--- src/rtl/wpc_pkg.sv ---
package wpc_pkg;
    typedef enum logic [1:0] {
        S_IDLE      = 2'd0,
        S_PRIMARY   = 2'd1,
        S_ALTERNATE = 2'd2,
        S_REFILL    = 2'd3
    } wpc_state_e;

    localparam logic [1:0] KIND_NONE = 2'd0;
    localparam logic [1:0] KIND_FAST = 2'd1;
    localparam logic [1:0] KIND_SLOW = 2'd2;
    localparam logic [1:0] KIND_MISS = 2'd3;

    localparam int NUM_WAYS = 2;
endpackage

--- src/rtl/wpc_ways.sv ---
module wpc_ways #(
    parameter int IDX_W  = 3,
    parameter int TAG_W  = 9,
    parameter int DATA_W = 32
) (
    input  logic                                     clk,
    input  logic                                     rst_n,
    input  logic [IDX_W-1:0]                         rd_idx,
    output logic [wpc_pkg::NUM_WAYS-1:0]             rd_valid,
    output logic [wpc_pkg::NUM_WAYS-1:0][TAG_W-1:0]  rd_tag,
    output logic [wpc_pkg::NUM_WAYS-1:0][DATA_W-1:0] rd_data,
    input  logic                                     wr_en,
    input  logic                                     wr_way,
    input  logic [IDX_W-1:0]                         wr_idx,
    input  logic [TAG_W-1:0]                         wr_tag,
    input  logic [DATA_W-1:0]                        wr_data
);
    localparam int SETS = 1 << IDX_W;

    for (genvar w = 0; w < wpc_pkg::NUM_WAYS; w++) begin : g_way
        logic [SETS-1:0]   line_vld;
        logic [TAG_W-1:0]  line_tag [SETS];
        logic [DATA_W-1:0] line_dat [SETS];
        logic              sel;

        assign sel = wr_en && (wr_way == 1'(w));

        always_ff @(posedge clk) begin
            if (!rst_n) begin
                line_vld <= '0;
            end else if (sel) begin
                line_vld[wr_idx] <= 1'b1;
            end
        end

        always_ff @(posedge clk) begin
            if (sel) begin
                line_tag[wr_idx] <= wr_tag;
                line_dat[wr_idx] <= wr_data;
            end
        end

        assign rd_valid[w] = line_vld[rd_idx];
        assign rd_tag[w]   = line_tag[rd_idx];
        assign rd_data[w]  = line_dat[rd_idx];
    end
endmodule

--- src/rtl/wpc_hint.sv ---
module wpc_hint #(
    parameter int IDX_W = 3
) (
    input  logic             clk,
    input  logic             rst_n,
    input  logic [IDX_W-1:0] idx,
    output logic             pred_way,
    output logic             lru_way,
    input  logic             upd_en,
    input  logic             upd_way
);
    localparam int SETS = 1 << IDX_W;

    logic [SETS-1:0] pred_q;
    logic [SETS-1:0] lru_q;

    always_ff @(posedge clk) begin
        if (!rst_n) begin
            pred_q <= '0;
            lru_q  <= '0;
        end else if (upd_en) begin
            pred_q[idx] <= upd_way;
            lru_q[idx]  <= ~upd_way;
        end
    end

    assign pred_way = pred_q[idx];
    assign lru_way  = lru_q[idx];
endmodule

--- src/rtl/wpc_ctrl.sv ---
module wpc_ctrl
    import wpc_pkg::*;
#(
    parameter int ADDR_W = 12
) (
    input  logic              clk,
    input  logic              rst_n,
    input  logic              req_valid,
    input  logic [ADDR_W-1:0] req_addr,
    output logic              req_ready,
    input  logic              pred_way,
    input  logic              lru_way,
    input  logic              cmp_hit,
    input  logic              fill_valid,
    output logic [ADDR_W-1:0] cur_addr,
    output logic              cmp_way,
    output logic              rsp_valid,
    output logic [1:0]        rsp_kind,
    output logic              use_fill,
    output logic              fill_req,
    output logic              upd_en,
    output logic              upd_way,
    output logic              wr_en,
    output logic              wr_way
);
    wpc_state_e        state_q, state_d;
    logic [ADDR_W-1:0] addr_q, addr_d;
    logic              alt_q, alt_d;

    always_ff @(posedge clk) begin
        if (!rst_n) begin
            state_q <= S_IDLE;
            addr_q  <= '0;
            alt_q   <= 1'b0;
        end else begin
            state_q <= state_d;
            addr_q  <= addr_d;
            alt_q   <= alt_d;
        end
    end

    always_comb begin
        state_d = state_q;
        addr_d  = addr_q;
        alt_d   = alt_q;
        unique case (state_q)
            S_IDLE: begin
                if (req_valid) begin
                    state_d = S_PRIMARY;
                    addr_d  = req_addr;
                end
            end
            S_PRIMARY: begin
                if (cmp_hit) begin
                    if (req_valid) begin
                        state_d = S_PRIMARY;
                        addr_d  = req_addr;
                    end else begin
                        state_d = S_IDLE;
                    end
                end else begin
                    state_d = S_ALTERNATE;
                    alt_d   = ~pred_way;
                end
            end
            S_ALTERNATE: begin
                state_d = cmp_hit ? S_IDLE : S_REFILL;
            end
            S_REFILL: begin
                if (fill_valid) state_d = S_IDLE;
            end
            default: state_d = S_IDLE;
        endcase
    end

    assign cmp_way  = (state_q == S_ALTERNATE) ? alt_q : pred_way;
    assign cur_addr = addr_q;

    always_comb begin
        req_ready = 1'b0;
        rsp_valid = 1'b0;
        rsp_kind  = KIND_NONE;
        use_fill  = 1'b0;
        fill_req  = 1'b0;
        upd_en    = 1'b0;
        upd_way   = 1'b0;
        wr_en     = 1'b0;
        wr_way    = 1'b0;
        unique case (state_q)
            S_IDLE: begin
                req_ready = 1'b1;
            end
            S_PRIMARY: begin
                if (cmp_hit) begin
                    req_ready = 1'b1;
                    rsp_valid = 1'b1;
                    rsp_kind  = KIND_FAST;
                    upd_en    = 1'b1;
                    upd_way   = pred_way;
                end
            end
            S_ALTERNATE: begin
                if (cmp_hit) begin
                    rsp_valid = 1'b1;
                    rsp_kind  = KIND_SLOW;
                    upd_en    = 1'b1;
                    upd_way   = alt_q;
                end
            end
            S_REFILL: begin
                fill_req = 1'b1;
                if (fill_valid) begin
                    rsp_valid = 1'b1;
                    rsp_kind  = KIND_MISS;
                    use_fill  = 1'b1;
                    upd_en    = 1'b1;
                    upd_way   = lru_way;
                    wr_en     = 1'b1;
                    wr_way    = lru_way;
                end
            end
            default: ;
        endcase
    end
endmodule

--- src/rtl/waypred_cache.sv ---
module waypred_cache #(
    parameter int ADDR_W = 12,
    parameter int IDX_W  = 3,
    parameter int DATA_W = 32
) (
    input  logic              clk,
    input  logic              rst_n,
    input  logic              req_valid,
    input  logic [ADDR_W-1:0] req_addr,
    output logic              req_ready,
    output logic              rsp_valid,
    output logic [1:0]        rsp_kind,
    output logic [DATA_W-1:0] rsp_data,
    output logic              fill_req,
    output logic [ADDR_W-1:0] fill_addr,
    input  logic              fill_valid,
    input  logic [DATA_W-1:0] fill_data
);
    localparam int TAG_W = ADDR_W - IDX_W;

    logic [ADDR_W-1:0] cur_addr;
    logic [IDX_W-1:0]  cur_idx;
    logic [TAG_W-1:0]  cur_tag;
    logic              pred_way, lru_way, cmp_way, cmp_hit;
    logic              use_fill, upd_en, upd_way, wr_en, wr_way;

    logic [wpc_pkg::NUM_WAYS-1:0]             way_vld;
    logic [wpc_pkg::NUM_WAYS-1:0][TAG_W-1:0]  way_tag;
    logic [wpc_pkg::NUM_WAYS-1:0][DATA_W-1:0] way_dat;

    assign cur_idx = cur_addr[IDX_W-1:0];
    assign cur_tag = cur_addr[ADDR_W-1:IDX_W];

    wpc_ctrl #(.ADDR_W(ADDR_W)) u_ctrl (
        .clk        (clk),
        .rst_n      (rst_n),
        .req_valid  (req_valid),
        .req_addr   (req_addr),
        .req_ready  (req_ready),
        .pred_way   (pred_way),
        .lru_way    (lru_way),
        .cmp_hit    (cmp_hit),
        .fill_valid (fill_valid),
        .cur_addr   (cur_addr),
        .cmp_way    (cmp_way),
        .rsp_valid  (rsp_valid),
        .rsp_kind   (rsp_kind),
        .use_fill   (use_fill),
        .fill_req   (fill_req),
        .upd_en     (upd_en),
        .upd_way    (upd_way),
        .wr_en      (wr_en),
        .wr_way     (wr_way)
    );

    wpc_ways #(.IDX_W(IDX_W), .TAG_W(TAG_W), .DATA_W(DATA_W)) u_ways (
        .clk      (clk),
        .rst_n    (rst_n),
        .rd_idx   (cur_idx),
        .rd_valid (way_vld),
        .rd_tag   (way_tag),
        .rd_data  (way_dat),
        .wr_en    (wr_en),
        .wr_way   (wr_way),
        .wr_idx   (cur_idx),
        .wr_tag   (cur_tag),
        .wr_data  (fill_data)
    );

    wpc_hint #(.IDX_W(IDX_W)) u_hint (
        .clk      (clk),
        .rst_n    (rst_n),
        .idx      (cur_idx),
        .pred_way (pred_way),
        .lru_way  (lru_way),
        .upd_en   (upd_en),
        .upd_way  (upd_way)
    );

    // single comparator, steered by the way under test this cycle
    assign cmp_hit   = way_vld[cmp_way] && (way_tag[cmp_way] == cur_tag);
    // data mux is set by the way select, not by the compare result
    assign rsp_data  = use_fill ? fill_data : way_dat[cmp_way];
    assign fill_addr = cur_addr;
endmodule

--- config.mk ---
export PLATFORM = sky130hd
export DESIGN_NAME = waypred_cache
export DESIGN_NICKNAME = d
export VERILOG_FILES = /design/src/rtl/wpc_pkg.sv /design/src/rtl/wpc_ways.sv /design/src/rtl/wpc_hint.sv /design/src/rtl/wpc_ctrl.sv /design/src/rtl/waypred_cache.sv
export SDC_FILE = /design/constraint.sdc
export NUM_CORES = 1
export LEC_CHECK = 0
export ABC_AREA = 1
export ABC_CLOCK_PERIOD_IN_PS = 8900
export BUFFER_PORTS_ARGS = -buffer_cell sky130_fd_sc_hd__buf_4
export CAP_MARGIN = 20
export CORE_MARGIN = 3
export CORE_UTILIZATION = 32
export DETAILED_ROUTE_END_ITERATION = 16
export GPL_ROUTABILITY_DRIVEN = 0
export PLACE_DENSITY = 0.5
export RECOVER_POWER = 50
export SETUP_SLACK_MARGIN = 0.3
export SYNTH_ARGS = -nofsm -noshare
export SYNTH_HDL_FRONTEND = slang
export SYNTH_SLANG_ARGS = --single-unit
--- constraint.sdc ---
create_clock -name clk -period 8.9 [get_ports clk]
set_input_delay 2.225 -clock clk [delete_from_list [all_inputs] [get_ports clk]]
set_output_delay 2.225 -clock clk [all_outputs]
set_load 0.02 [all_outputs]
Word level (Yosys, flattened, before mapping) --
Memories as Yosys holds them, arrays and structs flattened. A register that Yosys moved wholly into a read port is not among the register bits. Index checks and enable logic that the tools add are counted.
Operators by class: add/sub/neg operators 0, $mul 0, divide/modulo/power cells 0, $lt $le $gt $ge 3, eq/ne operators 7, shift operators 0, muxes and demuxes 56, bitwise gates (word level) 6, reductions and logical operators 10
Operators by type and width (number):
- two-way mux 32 bit | 3
- two-way mux 12 bit | 2
- two-way mux 3 bit | 8
- one-hot mux 12 bit (2 select lines) | 1
- two-way mux 1 bit | 22
- two-way mux 9 bit | 2
- bitwise mux 8 bit | 2
- OR 8 bit | 2
- binary-select mux 1 bit (select 3 bit) | 4
- two-way mux 2 bit | 6
- == test 9 bit | 1
- one-hot mux 2 bit (4 select lines) | 1
- one-hot mux 2 bit (3 select lines) | 1
- AND reduction 2 bit | 3
- == test 2 bit, second input constant | 2
- logical AND 1 bit | 4
- less-than comparator 3 x 4 -> 1 bit, second input constant | 1
- != test 2 bit, second input constant | 2
- inverter 1 bit | 4
- one-hot mux 1 bit (2 select lines) | 2
- demux 1 bit (select 3 bit) | 1
- greater-or-equal comparator 3 x 1 -> 1 bit, second input constant | 1
- one-hot mux 1 bit (3 select lines) | 1
- == test 2 x 1 -> 1 bit, second input constant | 1
- 5 further kinds | 5
Word-level totals: register bits 47, latch bits 0, memory bits (writable) 656, memory bits (read-only) 0, input port bits 48, output and inout port bits 49, memories 4
Memories:
- u_ways.g_way[0].line_dat | words 8, bits a word 32, rd ports 1, clocked after Yosys merged registers in 1, wr ports 1, RTL line wpc_ways.sv:23 | logic [DATA_W-1:0] line_dat [SETS];
- u_ways.g_way[1].line_dat | words 8, bits a word 32, rd ports 1, clocked after Yosys merged registers in 1, wr ports 1, RTL line wpc_ways.sv:23
- u_ways.g_way[0].line_tag | words 8, bits a word 9, rd ports 1, clocked after Yosys merged registers in 1, wr ports 1, RTL line wpc_ways.sv:22 | logic [TAG_W-1:0] line_tag [SETS];
- u_ways.g_way[1].line_tag | words 8, bits a word 9, rd ports 1, clocked after Yosys merged registers in 1, wr ports 1, RTL line wpc_ways.sv:22

Logic depth before layout (Yosys ltp) --
depth in word-level cells 11, depth in mapped cells 22, depth with buffers taken out 20

By module --
A second synthesis with hierarchy kept.
Second synthesis, totals: cell total of the unflattened synthesis 3446, area, all modules 31850.5 um2
Modules (own cells, without submodules):
- wpc_ways | instances 1, cells an instance 2973, area each 29223.0 um2, seq. area each 20019.2 um2
- waypred_cache | instances 1, cells an instance 224, area each 992.2 um2, seq. area each 0.0 um2
- wpc_hint | instances 1, cells an instance 140, area each 828.3 um2, seq. area each 320.3 um2
- wpc_ctrl | instances 1, cells an instance 109, area each 807.0 um2, seq. area each 300.3 um2

Worst setup path after synthesis --
Ideal clock, no wire load.
kind input -> output, from in fill_valid, to out rsp_data[25], arrival 3.444 ns, required time 6.675 ns, slack 3.231 ns, stages on the path 5, cell sequence nand2_1 clkbuf_1 clkbuf_1 nor2_1 a31oi_1
Between the ends: longest elaborated chain between the ends 3
Ends and longest elaborated chain:
- start, declared | RTL line waypred_cache.sv:16 | input logic fill_valid,
- two-way mux 1 bit | RTL line wpc_ctrl.sv:112 | if (fill_valid) begin
- two-way mux 1 bit | RTL line wpc_ctrl.sv:89 | unique case (state_q)
- two-way mux 32 bit | RTL line waypred_cache.sv:83 | assign rsp_data = use_fill ? fill_data : way_dat[cmp_way];
- end, declared | RTL line waypred_cache.sv:13 | output logic [DATA_W-1:0] rsp_data,
No other way between the ends.

Worst setup path after layout --
Ends and elaborated chain as after synthesis.

==> results.md <==
- Worst Path Arrival: 4.92 ns
- Mapped Cells: 2,254
- Max Freq: 139.9 MHz
- Worst EP required: 6.68 ns
- Fin crit share: 0.8032
- Vias per std cell: 5.232
- Register Area: 0.02071 sq mm
- Non-filler cells, final: 3,518
- CP delay by family, top: simple AND/OR/NAND/NOR gates
- DR WL/cell: 22.28 um
- CORE AREA: 0.08702 sq mm
- Worst-Skew Late Latency: 0.61 ns
- Slowest-stage cell, CP: nand2_1
- Number of antenna violations at the first check in global routing: 3
- Pwr Density: 238.3 mW/mm^2
- FILL cells: 8,399
- Boundary pin count: 97
- Clock Path Buffers: 3
- Die Area: 0.09165 sq mm
- Final #Nets: 2,359
- # rows: 108
- Final ANT Viol Nets: 0
- Placed cell count: 3,381
- Inserted Clock Buffers: 77
- Yosys warning count: 0
- First-pass GRT wire length: 116,300 um
- HPWL Detailed: 37,040 um
- PostCTS Resize Cnt: 0
- Detailed Routing Iterations Pass 1: 6
- Kind of end point of the critical path: output port
- Wire length after detailed routing: 78,380 um
- CP most frequent cell: buf_4
- Worst-Margin Slew: 4.296 ns
- Footprint of the multi-input gates: 0.006705 sq mm
- Hold Buf Count CTS: 0
- Ant. Diodes: 0
- Leakage: 0.01049 uW
- Pin count of the biggest net entering global routing: 154
- Port buffer count: 96
- Seq cells post-synth: 706
- Clock transition at path regs: 0.05 ns
- Clk Tree Root Cell: clkbuf_16
- Post CTS Setup Buffer Count: 0
- Setup TNS: 0 ns
- P&R area growth vs syn: 14.28%
- H-tree levels: 3
- Syn Area/Cell: 12.50 sq um
- Chip width: 302.7 um
- Worst path buffer plus inverter count: 3
- Worst hold path type: flop to flop
- RSZ-0062 raised after global routing: false
- Crit-path max FO: 39
- Post-Syn Nets: 2,307
- Overflow left after global routing: 0
- Peak supply drop: 0.0001562 V
- Max-cap violations: 13
- Vias in the first global route: 18,470
- Slew margin rel.: -1.864
- Slew Viols, Final: 497
- Clock tree sinks: 706
- Distinct cell type count after synthesis: 35
- Min Clock Period, post-route: 7.149 ns
- Failing checks: capacitance limit, slew limit
- Die Ht: 302.7 um
- Netlist Area Pre-Place: 0.02818 sq mm
- CP Cell Sequence: clkbuf_4, nand2_1, buf_4, nor2_1, a31oi_1, buf_4
- CTS tree: built
- GRT Total Usage: 0.1684
- Crit start category: input pin
- Initial drt markers: 1,722
- Final setup viols: 0
- Setup Crit Path Kind: input pin to output port
- Starting density of the core: 0.3238
- Final Hold Viols: 0
- # DRC: 0
- Outcome: complete, but fails checks
- Layout cell share with drive strength beyond 1: 0.09226
- Clock Skew: 0.01902 ns
- Via count: 18,410
- Sequential area share after synthesis: 0.7346
- Critical Path Max Stage Delay: 1.10 ns
==> sequential cells by signal (all words and copies together), names as in the netlist, named ones only <==
register / cells
u_ways.g_way.line_tag: 144
u_ways.g_way.line_dat: 512
u_hint.pred_q: 8
u_ctrl.alt_q: 1
u_ctrl.state_q: 2
u_ctrl.cur_addr: 12
u_ways.g_way.line_vld: 16
u_hint.lru_q: 8
==> report_power, final <==
group	total [uW]	leakage (uW)	switching [uW]	internal [uW]
Sequential	3720	0.00633	66.1	3660
Clock	2920	0.00111	1260	1660
Combinational	1030	0.00305	720	308
==> cell usage after synthesis, drive strengths merged <==
library cell	n	area, sq um
ha	5	62.56
nand2	275	1067
buf	42	227.7
nor2	345	1323
a31oi	32	200.2
nand3	205	1044
o21ai	277	1390
a21oi	43	226.5
nand4	5	31.28
a41oi	1	8.760
o21a	9	67.56
clkbuf	111	416.7
clkinv	2	7.510
nor3	1	5.000
or2	2	12.51
a21o	1	7.510
o221ai	129	1130
dfxtp	50	1001
inv	59	226.5
edfxtp	656	19700
o22ai	4	25.02
==> logic make-up (layout without fill, tap and decap cells) <==
| logic type | count (synthesis) | in the layout | synth area share |
|---|---|---|---|
| buf+inv | 214 | 323 | 0.03117 |
| fa+ha+maj | 5 | 5 | 0.002220 |
| simple gates | 833 | 833 | 0.1236 |
| compound gates | 496 | 496 | 0.1084 |
| flops | 706 | 706 | 0.7346 |
==> per-layer routing <==
metal | share of wire | routed length, um | track usage
met1 | 0.45 | 35560 | 0.2320
met2 | 0.47 | 36590 | 0.2744
met3 | 0.057 | 4463 | 0.02805
met4 | 0.022 | 1729 | 0.05006
met5 | 0.00048 | 38 | 0
==> cells in the final DEF, fill, tap and decap left out, drive strengths merged, types with 5 or more instances in the layout <==
master,synthesis,routed
a21oi,43,43
a31oi,32,32
buf,42,80
clkbuf,111,152
clkinv,2,31
dfxtp,50,50
edfxtp,656,656
ha,5,5
inv,59,59
nand2,275,275
nand3,205,205
nand4,5,5
nor2,345,345
o21a,9,9
o21ai,277,277
o221ai,129,129
==> worst paths after layout <==
| check | depth (start not counted) | from | slack [ns] | end |
|---|---|---|---|---|
| worst min register to register | 1 | u_ways.g_way[1].line_vld[3] | 0.47 | u_ways.g_way[1].line_vld[3] |
| worst max-delay path | 6 | fill_valid | 1.75 | rsp_data[25] |
| worst max register to register | 6 | u_ctrl.state_q[1] | 3.00 | u_ways.g_way[0].line_dat[6][14] |
| worst min-delay path | 1 | u_ways.g_way[1].line_vld[3] | 0.47 | u_ways.g_way[1].line_vld[3] |
==> area by class of cell <==
cell class | instances | share of cell area
clock buffer | 106 | 0.06419
clock inverter | 30 | 0.007150
inverter | 61 | 0.007616
multi-input combinational | 1334 | 0.2082
sequential | 706 | 0.6432
tap | 1155 | 0.04488
timing repair buffer | 126 | 0.02475
==> worst reg2reg max path: cells and delay by family, from the launching register on <==
| kind | cells | cell delay [ns] |
|---|---|---|
| buffers and inverters | 2 | 3.33 |
| and+or+nand+nor | 3 | 1.40 |
| DFF | 1 | 0.39 |
| adders and majority gates | 1 | 0.22 |
==> through the flow <==
stage          hold WS (ns)  total power [uW]  utilization  area, sq um  worst slack, ns
3_5_place_dp         0.4540              4837       0.3455        30070            2.632
2_1_floorplan        0.4407              4410            -        28180            3.231
3_3_place_gp         0.4491              4824       0.3455        30070            2.656
5_1_grt              0.4764              7974       0.3700        32200            1.588
4_1_cts              0.4669              7759       0.3719        32360            2.059
6_report             0.4660              7673       0.3700        32200            1.751
Note: power is estimated with default switching activity, not from simulation.
